[src/rtl/clk_pwr_pkg.sv]
package clk_pwr_pkg;
  localparam int unsigned NUM_STAGES = 4;

  // stage index equals shutdown position
  localparam int unsigned STG_SYS = 0;
  localparam int unsigned STG_PLL = 1;
  localparam int unsigned STG_REF = 2;
  localparam int unsigned STG_OSC = 3;

  typedef enum logic [2:0] {
    SEL_SYS      = 3'd0,
    SEL_PLL      = 3'd1,
    SEL_REF      = 3'd2,
    SEL_OSC      = 3'd3,
    SEL_CLR_RES  = 3'd4,
    SEL_CLR_VBUS = 3'd5,
    SEL_CLR_ERR  = 3'd6,
    SEL_NONE     = 3'd7
  } wsel_e;

  typedef struct packed {
    logic acc_err;
    logic seq_err;
    logic cause_vbus;
    logic cause_res;
    logic sys;
    logic pll;
    logic refc;
    logic osc;
  } status_t;
endpackage

[src/rtl/pwr_span_cnt.sv]
module pwr_span_cnt #(
  parameter int unsigned MAX = 16,
  parameter int unsigned W   = $clog2(MAX + 1)
) (
  input  logic         clk_i,
  input  logic         rst_ni,
  input  logic         restart_i,
  input  logic         en_i,
  output logic [W-1:0] cnt_o
);
  logic [W-1:0] cnt_q;

  always_ff @(posedge clk_i or negedge rst_ni) begin
    if (!rst_ni)                          cnt_q <= '0;
    else if (restart_i)                   cnt_q <= W'(1);
    else if (en_i && cnt_q != W'(MAX))    cnt_q <= cnt_q + W'(1);
  end

  assign cnt_o = cnt_q;
endmodule

[src/rtl/pwr_wake_cause.sv]
module pwr_wake_cause (
  input  logic clk_i,
  input  logic rst_ni,
  input  logic stopped_i,
  input  logic resume_i,
  input  logic vbus_chg_i,
  input  logic clr_res_i,
  input  logic clr_vbus_i,
  output logic cause_res_o,
  output logic cause_vbus_o,
  output logic irq_no
);
  logic res_q, vbus_q;

  // a new event wins over a same-cycle clear
  always_ff @(posedge clk_i or negedge rst_ni) begin
    if (!rst_ni) begin
      res_q  <= 1'b0;
      vbus_q <= 1'b0;
    end else begin
      if (stopped_i && resume_i)   res_q <= 1'b1;
      else if (clr_res_i)          res_q <= 1'b0;
      if (stopped_i && vbus_chg_i) vbus_q <= 1'b1;
      else if (clr_vbus_i)         vbus_q <= 1'b0;
    end
  end

  assign cause_res_o  = res_q;
  assign cause_vbus_o = vbus_q;
  assign irq_no       = ~(res_q | vbus_q);
endmodule

[src/rtl/clk_pwr_seq.sv]
module clk_pwr_seq
  import clk_pwr_pkg::*;
#(
  parameter int unsigned GAP_CYC  = 38,
  parameter int unsigned STEP_CYC = 1000,
  parameter int unsigned WIN_CYC  = 312500
) (
  input  logic       clk_i,
  input  logic       rst_ni,
  input  logic       cs_i,
  input  logic       wr_i,
  input  logic [2:0] wr_sel_i,
  input  logic       wr_val_i,
  input  logic       auto_mode_i,
  input  logic       resume_i,
  input  logic       vbus_chg_i,
  output logic       osc_en_o,
  output logic       ref_en_o,
  output logic       pll_en_o,
  output logic       sys_en_o,
  output logic       irq_no,
  output logic       acc_ready_o,
  output logic [7:0] rd_data_o
);
  localparam int unsigned GAP_W = $clog2(GAP_CYC + 1);
  localparam int unsigned WIN_W = $clog2(WIN_CYC + 1);

  logic [NUM_STAGES-1:0] en_q, en_d;
  logic [NUM_STAGES-1:0] clr_legal;
  logic [NUM_STAGES-2:0] restore;
  logic                  busy_q, seq_err_q, acc_err_q;
  logic [GAP_W-1:0]      gap_cnt;
  logic [WIN_W-1:0]      win_cnt;
  wsel_e                 wsel;
  logic [1:0]            stage_idx;
  logic                  wr_ok, gap_ok, stopped;
  logic                  clr_req, clr_acc, clr_bad;
  logic                  sw_wake, hw_wake, wake, win_done;
  logic                  cause_res, cause_vbus;
  status_t               stat;

  assign wsel      = wsel_e'(wr_sel_i);
  assign stage_idx = wr_sel_i[1:0];
  assign wr_ok     = cs_i & wr_i & ~busy_q;
  assign gap_ok    = gap_cnt >= GAP_W'(GAP_CYC);
  assign stopped   = ~en_q[STG_OSC];

  // shutdown legality per stage: predecessor off and dwell met
  for (genvar g = 0; g < NUM_STAGES; g++) begin : g_legal
    if (g == 0) begin : g_first
      assign clr_legal[g] = 1'b1;
    end else begin : g_next
      assign clr_legal[g] = ~en_q[g-1] & gap_ok;
    end
  end

  assign clr_req = wr_ok & ~wr_sel_i[2] & ~wr_val_i & en_q[stage_idx];
  assign clr_acc = clr_req & clr_legal[stage_idx];
  assign clr_bad = clr_req & ~clr_legal[stage_idx];

  assign sw_wake = wr_ok & (wsel == SEL_OSC) & wr_val_i & stopped;
  assign hw_wake = stopped & resume_i & auto_mode_i;
  assign wake    = sw_wake | hw_wake;

  // wake restores in reverse order: ref at 1 step, pll at 2, sys at 3
  for (genvar g = 0; g < NUM_STAGES - 1; g++) begin : g_restore
    localparam int unsigned POINT = (NUM_STAGES - 1 - g) * STEP_CYC;
    assign restore[g] = busy_q & (win_cnt == WIN_W'(POINT));
  end

  assign win_done = busy_q & (win_cnt == WIN_W'(WIN_CYC));

  always_comb begin
    en_d = en_q;
    if (clr_acc) en_d[stage_idx] = 1'b0;
    if (wake)    en_d[STG_OSC]   = 1'b1;
    for (int g = 0; g < NUM_STAGES - 1; g++) begin
      if (restore[g]) en_d[g] = 1'b1;
    end
  end

  always_ff @(posedge clk_i or negedge rst_ni) begin
    if (!rst_ni) begin
      en_q      <= '1;
      busy_q    <= 1'b0;
      seq_err_q <= 1'b0;
      acc_err_q <= 1'b0;
    end else begin
      en_q   <= en_d;
      busy_q <= wake | (busy_q & ~win_done);
      if (clr_bad)                            seq_err_q <= 1'b1;
      else if (wr_ok && wsel == SEL_CLR_ERR)  seq_err_q <= 1'b0;
      if (cs_i && busy_q)                     acc_err_q <= 1'b1;
      else if (wr_ok && wsel == SEL_CLR_ERR)  acc_err_q <= 1'b0;
    end
  end

  pwr_span_cnt #(.MAX(GAP_CYC), .W(GAP_W)) u_gap_cnt (
    .clk_i     (clk_i),
    .rst_ni    (rst_ni),
    .restart_i (clr_acc),
    .en_i      (1'b1),
    .cnt_o     (gap_cnt)
  );

  pwr_span_cnt #(.MAX(WIN_CYC), .W(WIN_W)) u_win_cnt (
    .clk_i     (clk_i),
    .rst_ni    (rst_ni),
    .restart_i (wake),
    .en_i      (busy_q),
    .cnt_o     (win_cnt)
  );

  pwr_wake_cause u_cause (
    .clk_i        (clk_i),
    .rst_ni       (rst_ni),
    .stopped_i    (stopped),
    .resume_i     (resume_i),
    .vbus_chg_i   (vbus_chg_i),
    .clr_res_i    (wr_ok && wsel == SEL_CLR_RES),
    .clr_vbus_i   (wr_ok && wsel == SEL_CLR_VBUS),
    .cause_res_o  (cause_res),
    .cause_vbus_o (cause_vbus),
    .irq_no       (irq_no)
  );

  always_comb begin
    stat.acc_err    = acc_err_q;
    stat.seq_err    = seq_err_q;
    stat.cause_vbus = cause_vbus;
    stat.cause_res  = cause_res;
    stat.sys        = en_q[STG_SYS];
    stat.pll        = en_q[STG_PLL];
    stat.refc       = en_q[STG_REF];
    stat.osc        = en_q[STG_OSC];
  end

  assign rd_data_o   = (cs_i && !busy_q) ? stat : 8'h00;
  assign acc_ready_o = ~busy_q;
  assign osc_en_o    = en_q[STG_OSC];
  assign ref_en_o    = en_q[STG_REF];
  assign pll_en_o    = en_q[STG_PLL];
  assign sys_en_o    = en_q[STG_SYS];
endmodule

[config.mk]
export PLATFORM = sky130hd
export DESIGN_NAME = clk_pwr_seq
export DESIGN_NICKNAME = d
export VERILOG_FILES = /design/src/rtl/clk_pwr_pkg.sv /design/src/rtl/pwr_span_cnt.sv /design/src/rtl/pwr_wake_cause.sv /design/src/rtl/clk_pwr_seq.sv
export SDC_FILE = /design/constraint.sdc
export NUM_CORES = 1
export LEC_CHECK = 0
export ABC_AREA = 1
export BUFFER_PORTS_ARGS = -buffer_cell sky130_fd_sc_hd__buf_2
export CAP_MARGIN = 0
export CORE_MARGIN = 5
export CORE_UTILIZATION = 58
export DETAILED_ROUTE_END_ITERATION = 12
export GPL_TIMING_DRIVEN = 0
export PLACE_DENSITY = 0.84
export SLEW_MARGIN = 20
export SYNTH_ARGS = -nofsm -noshare
export SYNTH_HDL_FRONTEND = slang
export SYNTH_SLANG_ARGS = --single-unit
[constraint.sdc]
create_clock -name clk_i -period 2 [get_ports clk_i]
set_input_delay 0.2 -clock clk_i [delete_from_list [all_inputs] [get_ports clk_i]]
set_output_delay 0.2 -clock clk_i [all_outputs]
set_load 0.005 [all_outputs]
# Word level (Yosys, flattened, before mapping)
# Cells that the tools add are included.
# classes
n_addsub	2
order_cmp	3
n_eq_ne	10
muxes	23
bitwise_logic	35
reduce_logical	20
# ops
cell	count
$mux 19	2
$and 1x1->1	20
$reduce_bool 2->1	10
$add 19x1->19 const B	1
$eq 19x10->1 const B	1
$eq 19x11->1 const B	1
$eq 19x12->1 const B	1
$eq 19x19->1 const B	1
$ne 19x19->1 const B	1
$mux 1	14
$mux 6	2
$not 1->1	10
$eq 3x3->1 const B	3
$logic_and 1x1->1	9
$mux 8	1
$add 6x1->6 const B	1
$ge 6x6->1 const B	1
$ne 6x6->1 const B	1
$and 4x4->4	1
$bmux 1 s2	2
$mux 4	1
$not 4->4	1
$eq 3x2->1 const B	1
$lt 2x3->1 const B	1
4 further kinds	6
# word_totals
ff_bits	34
inputBits	11
out_inout_bits	14
wordCells	104

# Logic depth before layout (Yosys ltp)
# logic_depth
word_depth	8
depth_mapped	10
ltp_nobuf	10

# Modules after synthesis
# Synthesis repeated with hierarchy kept, for this count alone.
# unflattened
hier_cells	382
area_unflattened_um2	2493.6
# by_module_without_submodules
mod	n_inst	cells_per_inst	area_each_um2	seq_area_each_um2
pwr_span_cnt (u_win_cnt)	1	210	1377.6	475.5
clk_pwr_seq	1	114	671.9	180.2
pwr_span_cnt (u_gap_cnt)	1	47	360.3	150.1
pwr_wake_cause	1	11	83.8	50.0

# Worst setup path after synthesis
# OpenSTA, ideal clock, no wires.
# synth_path
path_type	reg-to-reg
startpoint	reg u_win_cnt.cnt_q[0] (netlist: u_win_cnt.cnt_o[0])
endpoint	reg u_win_cnt.cnt_q[10] (netlist: u_win_cnt.cnt_o[10])
setup_ps	116
arrival_ps	1364
required_ps	1884
slack_ps	520
path_stages_with_launch	11
n_path_buf	0
period_less_slack_ps	1480
cell_sequence	dfrtp_1 > ha_1 > nand2_1 > nor2_2 > nand2_1 > nor2_2 > nand2_1 > xor2_1 > nor2_1 > nand2_1 > nand2_1
# synth_between
elab_chain_len	3
word_cells_on_any_way	6
cone_classes	1 x add/sub; 1 x eq/ne; 2 x mux; 2 x reduce/logical
# synth_lines
item	line_no	source
start, declared	pwr_span_cnt.sv:11	logic [W-1:0] cnt_q;
start signal, assigned	pwr_span_cnt.sv:16	else if (en_i && cnt_q != W'(MAX)) cnt_q <= cnt_q + W'(1);
$add 19x1->19 / $ne 19x19->1 (equally long branches)	pwr_span_cnt.sv:16	
$mux 19 / $logic_and 1x1->1 (equally long branches)	pwr_span_cnt.sv:16	
$mux 19 / $reduce_bool 2->1 (equally long branches)	--	
# Parallel ways exist; a longest one is shown, timed or not. The select of a mux whose other input is x is not followed.
# A chain may end at the register's enable or synchronous reset.

# Final worst setup path
# layout_path
startpoint	reg en_q[3]
endpoint	reg u_win_cnt.cnt_q[18] (netlist: u_win_cnt.cnt_o[18])
# layout_between
elab_chain_len	5
word_cells_on_any_way	7
cone_classes	1 x mux; 5 x bitwise; 1 x reduce/logical
# layout_lines
item	line_no	source
start, declared	clk_pwr_seq.sv:28	logic [NUM_STAGES-1:0] en_q, en_d;
start signal, assigned	clk_pwr_seq.sv:89	en_q <= en_d;
$not 1->1 *	clk_pwr_seq.sv:46	assign stopped = ~en_q[STG_OSC];
$and 1x1->1 (2 in series)	clk_pwr_seq.sv:62	assign hw_wake = stopped & resume_i & auto_mode_i;
$or 1x1->1 *	clk_pwr_seq.sv:63	assign wake = sw_wake | hw_wake;
$mux 19 / $reduce_bool 2->1 (equally long branches)	--	
# Mark *: on every way between the ends. The rest lies on a longest branch, timed or not.

==> flow_summary.toml <==
[timing]
finalHoldViolCount = 0
worst_pin_slew_ns = 0.7622
slew-limit-headroom_pct = 49.18
fin_crit_sh_pct = 88.89
grt_setup_unrepaired = "false"
max_freq_mhz = 562.5
tns_ns = 0
period_needed_ns = 1.778
finalSetupViolCount = 0
maxSlewViolCount = 0
fin_skew_ns = 0.006914

[synthesis]
yosys_register_bits = 34
yosys.area_share.xor_xnor_pct = 5.064
syn_inst = 324
synth_compound_gate_area_share_pct = 5.287
synth.avg_cell_area_um2 = 6.940
ys_seq_area_share_pct = 38.06
synth_top_family_by_area = "simple AND/OR/NAND/NOR gates"
synth_edf_count = 0
synth.distinct_cells = 31
netlist_area_um2 = 2248
muxShareOfSynthArea_pct = 0.4452
synth_flop_cell = "dfrtp_1"
ys_warn_count = 0
postSynth.asyncResetShare_pct = 100.0
synth-simple-area-share_pct = 39.51
synthAdderAreaFrac_pct = 2.226
synthesis.nets = 339

[power]
power_frac_seq_pct = 44.5
cellInternalPower_uw = 1340
peakVddDrop_mv = 0.6379
combinationalPowerShare_pct = 24.1
power_density_nw_per_um2 = 800.8
power.switching_uw = 704.4
p_leak_uw = 0.001330
p_sw_share_pct = 34.46
pwr-share-clk_pct = 31.3

[detailed_routing]
routed_wl_mm = 5.342
drt_pass1_iterations = 4
drtIter0Drc = 131
ant_nets = 0
viasPerCell = 5.489
drc = 0
wl_per_cell_um = 13.19
num_vias = 2223

[grt]
grt_pass1_vias = 2143
grt_pass1_wl_mm = 9.232
gr-total-overflow = 0
grt_max_degree = 35
track_usage_pct = 22.22
antenna_found_initial = 0

[clocking]
cts-root-buf = "clkbuf_8"
post-cts-setup-buffers = 0
clkTransAtPathRegs_ns = 0.08
clk_latency_ns = 0.29
clk_path_buf_depth = 2
h-tree-depth = 2
cts_buffers = 5
cts_tree = "done"
cts.sinks = 34

[floorplanning]
core_um2 = 3716
fp.dieW_um = 72.26
ios = 25
start_util_pct = 60.51
die_area_um2 = 5222
die_h_um = 72.26
rows = 22

[setup_path]
cp.arrival_ns = 1.99
start_kind = "flip-flop"
ff2ff_path_depth = 5
cp_max_fo = 10
path_class = "reg -> reg"
endpoint_kind = "flip-flop"
cp.required_ns = 2.21

[job]
drv_cap = 0

[worst_hold_path]
hp-class = "in -> reg"
holdPathStages = 3

[placement]
port_buffers = 24
routabilityCongestion = 1.009
post-place-cells = 396
dp_hpwl_mm = 3.967

[layout]
fin_cells = 405
fin_nets = 371
final_util_pct = 68.69
n_fill_cell = 351
multi_input_area_um2 = 1181
num_antenna_cells = 0
synthToLayoutAreaGrowth_pct = 13.52
seq_area_um2 = 855.8
drive_gt1_share_pct = 15.13

[run_status]
run_status = "completed"
cell usage after synthesis, types with 2 or more instances:
library cell	count	area share (%)
nor3_1	10	2.2
dfrtp_1	30	33
nor2_2	4	1.1
dfstp_2	4	4.7
xor2_1	12	4.7
nor2_1	43	7.2
or2_2	2	0.56
o21ai_0	8	1.8
nor4_1	3	0.83
o21ai_1	8	1.8
inv_1	43	7.2
o22ai_1	2	0.56
nand3_1	29	6.5
nand3b_1	3	1.0
ha_1	4	2.2
buf_6	2	1.0
inv_2	2	0.33
nand2_2	2	0.56
nand2_1	87	15
nand4_1	15	4.2
path summary, 6_finish.rpt:
kind	startpoint	slack [ns]	endpoint
max in group asynchronous	rst_ni	1.00	u_win_cnt.cnt_o[1]
min in group asynchronous	rst_ni	0.51	u_gap_cnt.cnt_o[0]
max	en_q[3]	0.22	u_win_cnt.cnt_o[18]
min	vbus_chg_i	0.12	u_cause.cause_vbus_o
max reg2reg	en_q[3]	0.22	u_win_cnt.cnt_o[18]
min reg2reg	en_q[2]	0.49	en_q[2]
cell usage in the layout (no fill, tap or decap), drive strengths merged, types with 3 or more instances in the layout:
master and n:
buf 28, clkbuf 6, dfrtp 30, dfstp 4, ha 4, inv 45
nand2 89, nand3 30, nand3b 3, nand4 15, nor2 47, nor3 11
nor4 3, o21ai 17, xor2 12
critical path, cell delays in order (launching register included):
cell and delay (ns):
dfstp_2 0.60, nor2_1 0.07, a22oi_2 0.26, clkbuf_1 0.46, nand3_1 0.14, o21ai_0 0.16
power groups by stage:
stage	Combinational (uW)	Sequential [uW]	Clock (uW)
5_1_grt	566	924	681
3_5_place_dp	486	918	0
2_1_floorplan	378	889	0
3_3_place_gp	469	916	0
6_report	493	911	640
4_1_cts	490	906	648
cells by family (layout without fill, tap and decap cells):
logic type | count (synthesis) | after routing
flops | 34 | 34
mux | 1 | 1
fa+ha+maj | 4 | 4
buf+inv | 51 | 84
xor+xnor | 13 | 13
compound gates | 21 | 21
simple gates | 200 | 200
what timing repair did:
action,CTS,global route
hold endpoints to repair,3,0
hold buffers,1,0
resized for setup,0,0
sequential cells by signal, indices dropped and copies added, names as in the netlist:
| name | count |
|---|---|
| u_cause.cause_res_o | 1 |
| seq_err_q | 1 |
| en_q | 4 |
| u_win_cnt.cnt_o | 19 |
| u_cause.cause_vbus_o | 1 |
| busy_q | 1 |
| u_gap_cnt.cnt_o | 6 |
| acc_err_q | 1 |
area by class of cell:
cell class	instances	area share (%)
clock buffers	5	2.696
multi-input cells	239	46.27
repair buffers	25	5.098
inverters	46	6.765
well taps	48	2.353
clock inverters	3	1.765
plain buffers	5	1.520
flip-flops and latches	34	33.53
routing by layer:
metal | up-vias | track usage [%] | wire [um]
li1 | 1104 | - | -
met1 | 1031 | 26.14 | 2267
met2 | 76 | 39.03 | 2627
met3 | 12 | 5.125 | 356
met4 | 0 | 8.559 | 91
met5 | - | 0 | 0
through the flow:
step | setup WS [ns] | hold slack [ns] | instance area (um2) | total power [uW]
3_5_place_dp | 0.2652 | 0.3173 | 2429 | 1404
5_1_grt | 0.03586 | 0.1556 | 2552 | 2171
3_3_place_gp | 0.2969 | 0.3027 | 2429 | 1385
4_1_cts | 0.2343 | 0.1260 | 2552 | 2043
6_report | 0.2221 | 0.1235 | 2552 | 2044
2_1_floorplan | 0.5198 | -0.09559 | 2248 | 1267
Note: power is estimated with default switching activity, not from simulation.
